--- config.mk ---
export PLATFORM = sky130hd
export DESIGN_NAME = mdio_mgmt_ctrl
export DESIGN_NICKNAME = d
export VERILOG_FILES = /design/src/rtl/mdio_mgmt_pkg.sv /design/src/rtl/mdio_mdc_gen.sv /design/src/rtl/mdio_frame_engine.sv /design/src/rtl/mdio_cfg_regs.sv /design/src/rtl/mdio_mgmt_ctrl.sv
export SDC_FILE = /design/constraint.sdc
export NUM_CORES = 1
export LEC_CHECK = 0
export ABC_AREA = 1
export CORE_UTILIZATION = 50
export CTS_BUF_LIST = sky130_fd_sc_hd__clkbuf_2
export DETAILED_ROUTE_END_ITERATION = 8
export DONT_BUFFER_PORTS = 1
export GPL_TIMING_DRIVEN = 0
export HOLD_SLACK_MARGIN = 0.03
export PLACE_DENSITY = 0.72
export SLEW_MARGIN = 20
export SYNTH_ARGS = -nofsm -noshare
export SYNTH_HDL_FRONTEND = slang
export SYNTH_SLANG_ARGS = --single-unit
--- constraint.sdc ---
create_clock -name clk -period 3.24 [get_ports clk]
set_input_delay 0.324 -clock clk [delete_from_list [all_inputs] [get_ports clk]]
set_output_delay 0.324 -clock clk [all_outputs]
set_load 0.1 [all_outputs]
--- src/rtl/mdio_mgmt_pkg.sv ---
package mdio_mgmt_pkg;

  typedef enum logic [2:0] {
    IDX_DIV   = 3'd0,
    IDX_CMD   = 3'd1,
    IDX_ADDR  = 3'd2,
    IDX_WDATA = 3'd3,
    IDX_RDATA = 3'd4,
    IDX_STAT  = 3'd5
  } reg_idx_e;

  typedef struct packed {
    logic nv;
    logic scan;
    logic busy;
  } mgmt_status_t;

  localparam int PREAMBLE_BITS = 32;
  localparam int PHY_FIELD_LSB = 8;

  // Frame length: preamble + start(2) + op(2) + two addresses + turnaround(2) + data
  function automatic int frame_len(input int adr_w, input int data_w);
    return PREAMBLE_BITS + 6 + 2 * adr_w + data_w;
  endfunction

endpackage

--- src/rtl/mdio_mdc_gen.sv ---
module mdio_mdc_gen #(
  parameter int DIV_W = 8
) (
  input  logic             clk,
  input  logic             rst,
  input  logic [DIV_W-1:0] div,
  output logic             mdc,
  output logic             tick_rise,
  output logic             tick_fall
);

  logic [DIV_W-1:0] cnt;
  logic [DIV_W-1:0] half;
  logic             tick;

  always_comb begin
    half = div >> 1;
    if (half == '0) tick = 1'b1;
    else            tick = (cnt >= half - 1'b1);
  end

  assign tick_rise = tick & ~mdc;
  assign tick_fall = tick & mdc;

  always_ff @(posedge clk) begin
    if (rst) begin
      cnt <= '0;
      mdc <= 1'b0;
    end else if (tick) begin
      cnt <= '0;
      mdc <= ~mdc;
    end else begin
      cnt <= cnt + 1'b1;
    end
  end

endmodule

--- src/rtl/mdio_frame_engine.sv ---
module mdio_frame_engine #(
  parameter int ADR_W  = 5,
  parameter int DATA_W = 16,
  localparam int FRAME = mdio_mgmt_pkg::frame_len(ADR_W, DATA_W),
  localparam int IDX_W = $clog2(FRAME)
) (
  input  logic              clk,
  input  logic              rst,
  input  logic              tick_rise,
  input  logic              tick_fall,
  input  logic              req_rd,
  input  logic              req_wr,
  input  logic              scan_en,
  input  logic [ADR_W-1:0]  phy,
  input  logic [ADR_W-1:0]  regn,
  input  logic [DATA_W-1:0] wdata,
  input  logic              mdio_i,
  output logic              mdio_o,
  output logic              mdio_oe,
  output logic              busy,
  output logic              scan_flag,
  output logic              nv,
  output logic [DATA_W-1:0] rdata,
  output logic              active,
  output logic              rd,
  output logic [IDX_W-1:0]  idx
);

  localparam int PRE      = mdio_mgmt_pkg::PREAMBLE_BITS;
  localparam int SH_W     = FRAME - PRE;
  localparam int LAST     = FRAME - 1;
  localparam int TA_POS   = PRE + 4 + 2 * ADR_W;
  localparam int DATA_POS = TA_POS + 2;

  logic              pend;
  logic              pend_rd;
  logic              ta_ok;
  logic [SH_W-1:0]   shreg;
  logic [DATA_W-1:0] rx;

  assign busy = pend | active;

  always_ff @(posedge clk) begin
    if (rst) begin
      pend      <= 1'b0;
      pend_rd   <= 1'b0;
      active    <= 1'b0;
      rd        <= 1'b0;
      idx       <= '0;
      shreg     <= '0;
      rx        <= '0;
      ta_ok     <= 1'b0;
      rdata     <= '0;
      nv        <= 1'b0;
      scan_flag <= 1'b0;
      mdio_o    <= 1'b1;
      mdio_oe   <= 1'b0;
    end else begin
      // launch requests are taken only while idle
      if (!busy) begin
        if (req_wr) begin
          pend    <= 1'b1;
          pend_rd <= 1'b0;
        end else if (req_rd || scan_en) begin
          pend    <= 1'b1;
          pend_rd <= 1'b1;
        end
      end

      // output side advances on MDC falling edges
      if (tick_fall) begin
        if (active) begin
          if (idx == IDX_W'(LAST)) begin
            active  <= 1'b0;
            mdio_oe <= 1'b0;
            mdio_o  <= 1'b1;
            if (rd) begin
              rdata <= rx;
              nv    <= ~ta_ok;
            end
            if (!scan_en) scan_flag <= 1'b0;
          end else begin
            idx <= idx + 1'b1;
            if (idx >= IDX_W'(PRE - 1)) begin
              mdio_o <= shreg[SH_W-1];
              shreg  <= {shreg[SH_W-2:0], 1'b0};
            end
            mdio_oe <= ~(rd && (idx >= IDX_W'(TA_POS - 1)));
          end
        end else if (pend) begin
          active    <= 1'b1;
          pend      <= 1'b0;
          rd        <= pend_rd;
          idx       <= '0;
          mdio_o    <= 1'b1;
          mdio_oe   <= 1'b1;
          ta_ok     <= 1'b0;
          scan_flag <= scan_en & pend_rd;
          if (pend_rd) begin
            nv    <= 1'b1;
            shreg <= {2'b01, 2'b10, phy, regn, 2'b11, {DATA_W{1'b0}}};
          end else begin
            shreg <= {2'b01, 2'b01, phy, regn, 2'b10, wdata};
          end
        end
      end

      // input side samples on MDC rising edges
      if (tick_rise && active && rd) begin
        if (idx == IDX_W'(DATA_POS - 1)) ta_ok <= ~mdio_i;
        if (idx >= IDX_W'(DATA_POS))     rx    <= {rx[DATA_W-2:0], mdio_i};
      end
    end
  end

endmodule

--- src/rtl/mdio_cfg_regs.sv ---
module mdio_cfg_regs
  import mdio_mgmt_pkg::*;
#(
  parameter int DIV_W  = 8,
  parameter int ADR_W  = 5,
  parameter int DATA_W = 16,
  parameter int BUS_W  = 16,
  parameter int IDX_B  = 3
) (
  input  logic              clk,
  input  logic              rst,
  input  logic              wr_en,
  input  logic [IDX_B-1:0]  wr_idx,
  input  logic [BUS_W-1:0]  wr_data,
  input  logic [IDX_B-1:0]  rd_idx,
  input  logic [DATA_W-1:0] rdata_in,
  input  mgmt_status_t      st,
  output logic [DIV_W-1:0]  div_q,
  output logic              scan_en,
  output logic [ADR_W-1:0]  phy_q,
  output logic [ADR_W-1:0]  regn_q,
  output logic [DATA_W-1:0] wdata_q,
  output logic              req_rd,
  output logic              req_wr,
  output logic [BUS_W-1:0]  rd_data
);

  localparam int GAP_W = PHY_FIELD_LSB - ADR_W;

  logic [1:0] cmd_q;

  assign scan_en = cmd_q[1];
  assign req_rd  = wr_en && (reg_idx_e'(wr_idx) == IDX_CMD) && wr_data[0];
  assign req_wr  = wr_en && (reg_idx_e'(wr_idx) == IDX_WDATA);

  always_ff @(posedge clk) begin
    if (rst) begin
      div_q   <= DIV_W'(2);
      cmd_q   <= '0;
      phy_q   <= '0;
      regn_q  <= '0;
      wdata_q <= '0;
    end else if (wr_en) begin
      case (reg_idx_e'(wr_idx))
        IDX_DIV:   div_q   <= wr_data[DIV_W-1:0];
        IDX_CMD:   cmd_q   <= wr_data[1:0];
        IDX_ADDR: begin
          regn_q <= wr_data[ADR_W-1:0];
          phy_q  <= wr_data[PHY_FIELD_LSB +: ADR_W];
        end
        IDX_WDATA: wdata_q <= wr_data[DATA_W-1:0];
        default: ;
      endcase
    end
  end

  always_ff @(posedge clk) begin
    if (rst) begin
      rd_data <= '0;
    end else begin
      case (reg_idx_e'(rd_idx))
        IDX_DIV:   rd_data <= BUS_W'(div_q);
        IDX_CMD:   rd_data <= BUS_W'(cmd_q);
        IDX_ADDR:  rd_data <= BUS_W'({phy_q, {GAP_W{1'b0}}, regn_q});
        IDX_WDATA: rd_data <= BUS_W'(wdata_q);
        IDX_RDATA: rd_data <= BUS_W'(rdata_in);
        IDX_STAT:  rd_data <= BUS_W'(st);
        default:   rd_data <= '0;
      endcase
    end
  end

endmodule

--- src/rtl/mdio_mgmt_ctrl.sv ---
module mdio_mgmt_ctrl
  import mdio_mgmt_pkg::*;
#(
  parameter int DIV_W  = 8,
  parameter int ADR_W  = 5,
  parameter int DATA_W = 16,
  parameter int BUS_W  = 16,
  parameter int IDX_B  = 3
) (
  input  logic             clk,
  input  logic             rst,
  input  logic             reg_wr_en,
  input  logic [IDX_B-1:0] reg_wr_idx,
  input  logic [BUS_W-1:0] reg_wr_data,
  input  logic [IDX_B-1:0] reg_rd_idx,
  output logic [BUS_W-1:0] reg_rd_data,
  output logic             mdc,
  output logic             mdio_o,
  output logic             mdio_oe,
  input  logic             mdio_i
);

  localparam int FRAME_LEN = frame_len(ADR_W, DATA_W);
  localparam int IDX_W     = $clog2(FRAME_LEN);

  logic [DIV_W-1:0]  div_q;
  logic              scan_en, req_rd, req_wr;
  logic [ADR_W-1:0]  phy_q, regn_q;
  logic [DATA_W-1:0] wdata_q, rdata;
  logic              tick_rise, tick_fall;
  logic              st_busy, st_scan, st_nv;
  logic              frm_active, frm_rd;
  logic [IDX_W-1:0]  frm_idx;
  mgmt_status_t      status;

  assign status = '{nv: st_nv, scan: st_scan, busy: st_busy};

  mdio_cfg_regs #(
    .DIV_W(DIV_W), .ADR_W(ADR_W), .DATA_W(DATA_W), .BUS_W(BUS_W), .IDX_B(IDX_B)
  ) u_regs (
    .clk(clk), .rst(rst),
    .wr_en(reg_wr_en), .wr_idx(reg_wr_idx), .wr_data(reg_wr_data),
    .rd_idx(reg_rd_idx), .rdata_in(rdata), .st(status),
    .div_q(div_q), .scan_en(scan_en), .phy_q(phy_q), .regn_q(regn_q),
    .wdata_q(wdata_q), .req_rd(req_rd), .req_wr(req_wr), .rd_data(reg_rd_data)
  );

  mdio_mdc_gen #(.DIV_W(DIV_W)) u_mdc (
    .clk(clk), .rst(rst), .div(div_q),
    .mdc(mdc), .tick_rise(tick_rise), .tick_fall(tick_fall)
  );

  mdio_frame_engine #(.ADR_W(ADR_W), .DATA_W(DATA_W)) u_frame (
    .clk(clk), .rst(rst), .tick_rise(tick_rise), .tick_fall(tick_fall),
    .req_rd(req_rd), .req_wr(req_wr), .scan_en(scan_en),
    .phy(phy_q), .regn(regn_q), .wdata(wdata_q), .mdio_i(mdio_i),
    .mdio_o(mdio_o), .mdio_oe(mdio_oe), .busy(st_busy), .scan_flag(st_scan),
    .nv(st_nv), .rdata(rdata), .active(frm_active), .rd(frm_rd), .idx(frm_idx)
  );

endmodule

* Word-level counts from Yosys, hierarchy flattened
Cells that the tools add are included.
Storage, ports and cells: bits of input ports 26, flip-flop bits (word level) 140, output and inout bits 19
Operators by class: muxes and demuxes 41, bitwise operators 10, $lt $le $gt $ge 4, $add $sub $neg 3, eq/ne operators 16, reduce and logical (&&, ||, !) cells 28
Operators by type and width (count):
- 32-bit two-way mux | 4
- 16-bit case mux with 6 select lines | 1
- 1-bit two-way mux | 32
- 30-bit two-way mux | 1
- 6-bit two-way mux | 3
- 2-bit AND reduction | 7
- 3-bit by 2-bit equality test with 1-bit output, second input constant | 4
- 6-bit equality test, second input constant | 2
- 6-bit greater-or-equal comparator, second input constant | 2
- 4-bit AND reduction | 3
- 2-bit != test, second input constant | 5
- 3-bit AND reduction | 3
- 8-bit by 1-bit adder with 8-bit output, second input constant | 1
- 8-bit greater-or-equal comparator | 1
- 8-bit zero test | 1
- 7-bit by 1-bit subtractor with 8-bit output, second input constant | 1
- 6-bit by 1-bit adder with 6-bit output, second input constant | 1
- 3-bit by 1-bit equality test with 1-bit output, second input constant | 2
- 3-bit equality test, second input constant | 2
- 6-bit by 5-bit greater-or-equal comparator with 1-bit output, second input constant | 1
- 1-bit logical AND | 6
- 3-bit zero test | 2
- 1-bit inverter | 6
- 2-bit nonzero test | 3
- other kinds (6) | 8

* Logic depth before layout (Yosys ltp)
depth after elaboration 10, mapped depth 17, depth with buffers taken out 17

* By module
From an unflattened synthesis, not the netlist that was laid out.
Unflattened totals: cells, all modules 911, area, all modules 6401.1 um2
By module, submodules not included:
- mdio_frame_engine | area an instance 3512.1 um2, cells an instance 516, instances 1
- mdio_cfg_regs | area an instance 2133.3 um2, cells an instance 293, instances 1
- mdio_mdc_gen | area an instance 755.7 um2, cells an instance 102, instances 1

* Worst setup path after synthesis
OpenSTA, ideal clock, no wires.
path type reg2reg, start point register u_regs.div_q[1], end point register u_frame.rx[10], stages on the path, launching flop included 16, setup time 0.128 ns, buffers on the path 1, data arrival time 2.126 ns, slack 0.985 ns, cell sequence dfxtp_1 > inv_1 > ha_1 > nand3_1 > xor2_1 > inv_1 > ha_1 > nand2_1 > inv_1 > nand2_1 > nand2_1 > nor2_4 > nand2_4 > nand3_1 > clkbuf_1 > a21oi_1
Between the ends: word-level cells in the longest chain between the ends 7, elaborated cells on any way between the ends 8, classes of those cells 1 x add/sub; 1 x order compare; 1 x mux; 1 x bitwise; 4 x reduce/logical
Ends and longest elaborated chain:
- start, declared | RTL line mdio_cfg_regs.sv:18 | output logic [DIV_W-1:0] div_q,
- start signal, assigned | RTL line mdio_cfg_regs.sv:45 | IDX_DIV: div_q <= wr_data[DIV_W-1:0];
- 7-bit by 1-bit subtractor with 8-bit output | RTL line mdio_mdc_gen.sv:19 | else tick = (cnt >= half - 1'b1);
- 8-bit greater-or-equal comparator | RTL line mdio_mdc_gen.sv:19
- 1-bit two-way mux (*) | RTL line mdio_mdc_gen.sv:18 | if (half == '0) tick = 1'b1;
- 1-bit bitwise AND (*) | RTL line mdio_mdc_gen.sv:22 | assign tick_rise = tick & ~mdc;
- 1-bit logical AND (*) (2 in a row) | RTL line mdio_frame_engine.sv:109 | if (tick_rise && active && rd) begin
- 2-bit AND reduction (no line) (*)
- end signal, assigned | RTL line mdio_frame_engine.sv:111 | if (idx >= IDX_W'(DATA_POS)) rx <= {rx[DATA_W-2:0], mdio_i};
- end, declared | RTL line mdio_frame_engine.sv:39 | logic [DATA_W-1:0] rx;
Every way passes the cells marked *; elsewhere a longest branch is shown, timed or not. A chain may end at the register's enable or synchronous reset.

* Worst setup path in the final report
start point register u_regs.div_q[1], end point register u_frame.idx[5]
Between the ends: word-level cells in the longest chain between the ends 5, elaborated cells on any way between the ends 6, classes of those cells 1 x add/sub; 1 x order compare; 1 x mux; 1 x bitwise; 2 x reduce/logical
Ends and longest elaborated chain:
- 7-bit by 1-bit subtractor with 8-bit output | RTL line mdio_mdc_gen.sv:19
- 8-bit greater-or-equal comparator | RTL line mdio_mdc_gen.sv:19
- 1-bit two-way mux (*) | RTL line mdio_mdc_gen.sv:18
- 1-bit bitwise AND (*) | RTL line mdio_mdc_gen.sv:23 | assign tick_fall = tick & mdc;
- 3-bit AND reduction (no line) (*)
- end signal, assigned | RTL line mdio_frame_engine.sv:83 | idx <= idx + 1'b1;
- end, declared | RTL line mdio_frame_engine.sv:26 | output logic [IDX_W-1:0] idx
Marks and branches as above.

==> impl_results.md <==
- Status: finished clean
- WS Path Type: reg -> reg
- Clock root buffer: clkbuf_2
- WL/cell: 14.5 um
- Post-CTS Setup Inserts: 0
- 1st-pass router iterations: 5
- RR Endpoint: u_frame.idx[5]$_SDFFE_PP0P_
- Final WS setup: 0.596 ns
- DRT iter0 DRCs: 637
- Syn avg cell area: 7.14 um2
- Worst path depth: 12
- Core footprint: 12100 um2
- Largest net degree at the start of global routing: 17
- Post-synthesis register bit count: 140
- Final antenna-violating net count: 0
- Vias in the first global route: 5296
- Initial antenna violation count: 0
- TritonCTS clock tree: yes
- Worst skew pair latency: 0.71 ns
- Share of post-route cells with drive strength above 1: 6.02%
- Vias/cell: 5.27
- CP endpoint kind: flop
- Crit path to: u_frame.idx[5]$_SDFFE_PP0P_
- Slew Limit Headroom: 35.5%
- Cell Area, Synth: 6290 um2
- Vias: 5881
- H-tree depth: 4
- # fillers: 1197
- Top cell type's share of synthesized area: 44.6%
- Pre-CTS setup slack: 0.614 ns
- Remaining global-route overflow: 0
- Hold Crit Class: in -> reg
- Initial core utilization: 51.9%
- Tot Pwr: 3.49 mW
- WP buf/inv: 1
- Fin nets: 974
- Cts bufs inserted: 17
- Critical path arrival: 3.23 ns
- Worst-Margin Slew: 0.966 ns
- Post-Route WL: 16.1 mm
- Endpoints failing setup: 0
- Die Area: 13000 um2
- Critical path's top delay family: simple AND/OR/NAND/NOR gates
- Yosys cell types: 35
- Max-cap violation count: 0
- Die width: 114 um
- GRT Total Usage: 25.9%
- Max-slew violations: 0
- Post-layout min period: 2.64 ns
- Top post-synthesis cells by area: dfxtp_1 (45%), nand2_1 (11%), inv_1 (7.5%)
- Die Span Y: 114 um
- CP max FO: 10
- Max frequency: 0.378 GHz
- Synth Instances: 880
- Antenna Cells: 0
- Max VDD drop: 0.339 mV
- Setup crit start: u_regs.div_q[1]$_SDFFE_PP1P_
- WHS: 0.113 ns
- First-pass GRT wire length: 25.9 mm
- Critical Path RT: 3.83 ns
- Worst hold start: reg_wr_en
- RSZ-0062 raised after global routing: no
- Yosys warnings: 0
- Worst-path clk slew: 0.19 ns
- Reg2reg setup slack: 0.60 ns
- Synth async-reset ratio: 0%
- Post-synth EDFFs: 0
- Post-Syn Nets: 920
- RD Place Congestion: 0.888
- Slowest CP cell: a21oi_4
- Reg2Reg Depth: 12
- Sequential area share after synthesis: 44.6%
- Port bufs: 0
- Critical path cell sequence: inv_1 -> nand3_1 -> nor3_1 -> nand3_1 -> ha_1 -> nand2_1 -> nor2_1 -> nand2_1 -> a21oi_4 -> nand2_1 -> nand2_1 -> a21oi_1
- Leak: 3.01 nW
- Post-route DRC: 0
- Most frequent cells after synthesis: nand2_1 (180), dfxtp_1 (140), inv_1 (125)
- Row count: 40
- Critical path's most frequent cell: nand2_1
- Longest Clk Path Bufs: 2
- Io pins: 45
- Startpoint Class: flop
- # clock sinks: 140
- DPL Wire Length: 11.4 mm
- Crit-path max cell delay: 0.39 ns
- Pwr dens: 490 nW/um2
- Top-count cell post-synth: nand2_1
- Period utilisation layout: 81.6%
- Area Overhead vs Synth: 13.5%
- Setup TNS: 0 ns
- Final Hold Vio Count: 0
- Primary FF master, synth: dfxtp_1
- Clock Skew: 0.0235 ns
- FF-to-FF Start: u_regs.div_q[1]$_SDFFE_PP1P_
- Synth area leader: dfxtp_1
-- report_power, final --
group	switching (mW)	total (mW)	internal, mW
clock	0.637	1.21	0.576
sequential	0.0767	1.85	1.78
combinational	0.288	0.426	0.138
total	1.00	3.49	2.49
-- how the worst min path moves through the flow --
stage,endpoint,slack [ns],cells past startpoint
final,u_frame.pend_rd$_SDFFE_PP0P_,0.11,3
after global routing,u_frame.pend_rd$_SDFFE_PP0P_,0.06,3
after CTS,u_regs.rd_data[12]$_SDFF_PP0_,0.03,4
after detailed placement,u_frame.rx[15]$_SDFFE_PP0P_,0.44,2
after global placement,u_frame.rx[15]$_SDFFE_PP0P_,0.43,2
after floorplan,u_frame.rx[15]$_SDFFE_PP0P_,0.42,2
-- metal layers --
| metal | track usage, % | share of wire, % |
|---|---|---|
| met1 | 34.4 | 44 |
| met2 | 39.1 | 43 |
| met5 | 0 | 0 |
| met3 | 7.36 | 9.4 |
| met4 | 11.1 | 2.7 |
-- worst min-delay path, delay by kind of cell --
kind	cells	cell delay (ns)
AOI/OAI and AO/OA	1	0.23
and+or+nand+nor	2	0.23
-- layout by cell type, fill, tap and decap left out, types with 7 or more instances in the layout --
cell           Yosys  routed
ha_1              14      14
xor2_1             7       7
nand3_1           37      37
dlygate4sd3_1      0      35
nor2_1           106     106
o22ai_1           20      20
buf_2              7       7
clkbuf_1          27      27
nor3_1             9       9
a21oi_1           84      84
clkbuf_2           1      19
dfxtp_1          140     140
inv_1            125     125
o21ai_0           74      74
nand2_1          180     180
-- sequential cells by signal, summed over array words and instances, names as in the netlist, 2 cells and up, named ones only --
| name | cells |
|---|---|
| u_frame.idx | 6 |
| u_frame.rdata | 16 |
| u_frame.rx | 16 |
| u_frame.shreg | 32 |
| u_mdc.cnt | 8 |
| u_regs.cmd_q | 2 |
| u_regs.div_q | 8 |
| u_regs.phy_q | 5 |
| u_regs.rd_data | 16 |
| u_regs.regn_q | 5 |
| u_regs.wdata_q | 16 |
-- logic make-up (layout without fill, tap and decap cells) --
| family | after synthesis | in the layout | share of synthesized area (%) |
|---|---|---|---|
| AOI/OAI and AO/OA | 196 | 196 | 17.0 |
| DFF | 140 | 140 | 44.6 |
| xor gates and xnor gates | 11 | 11 | 1.53 |
| and+or+nand+nor | 350 | 350 | 23.2 |
| buffers and inverters | 169 | 236 | 11.0 |
| adders and majority gates | 14 | 14 | 2.79 |
-- metrics by stage --
step	utilization, %	instances	instance area (um2)
floorplan	-	880	6290
global placement	53.6	1048	6500
detailed placement	53.6	1048	6500
CTS	58.8	1113	7120
global route	58.9	1115	7140
finish	58.9	1115	7140
-- what timing repair did --
item	in CTS	in global routing
hold endpoints to repair	51	2
gates resized for setup	0	0
hold buffers	33	2
-- layout make-up --
type                       instances  area, um2  share of cell area [%]
sequential                       140       2800                    39.3
multi-input combinational        571       2790                    39.2
inverter                         127        477                    6.68
timing repair buffer              35        350                    4.91
buffer                            42        213                    2.98
tap                              168        210                    2.95
clock inverter                    14        199                    2.79
clock buffer                      18       90.1                    1.26
Note: power is estimated with default switching activity, not from simulation.
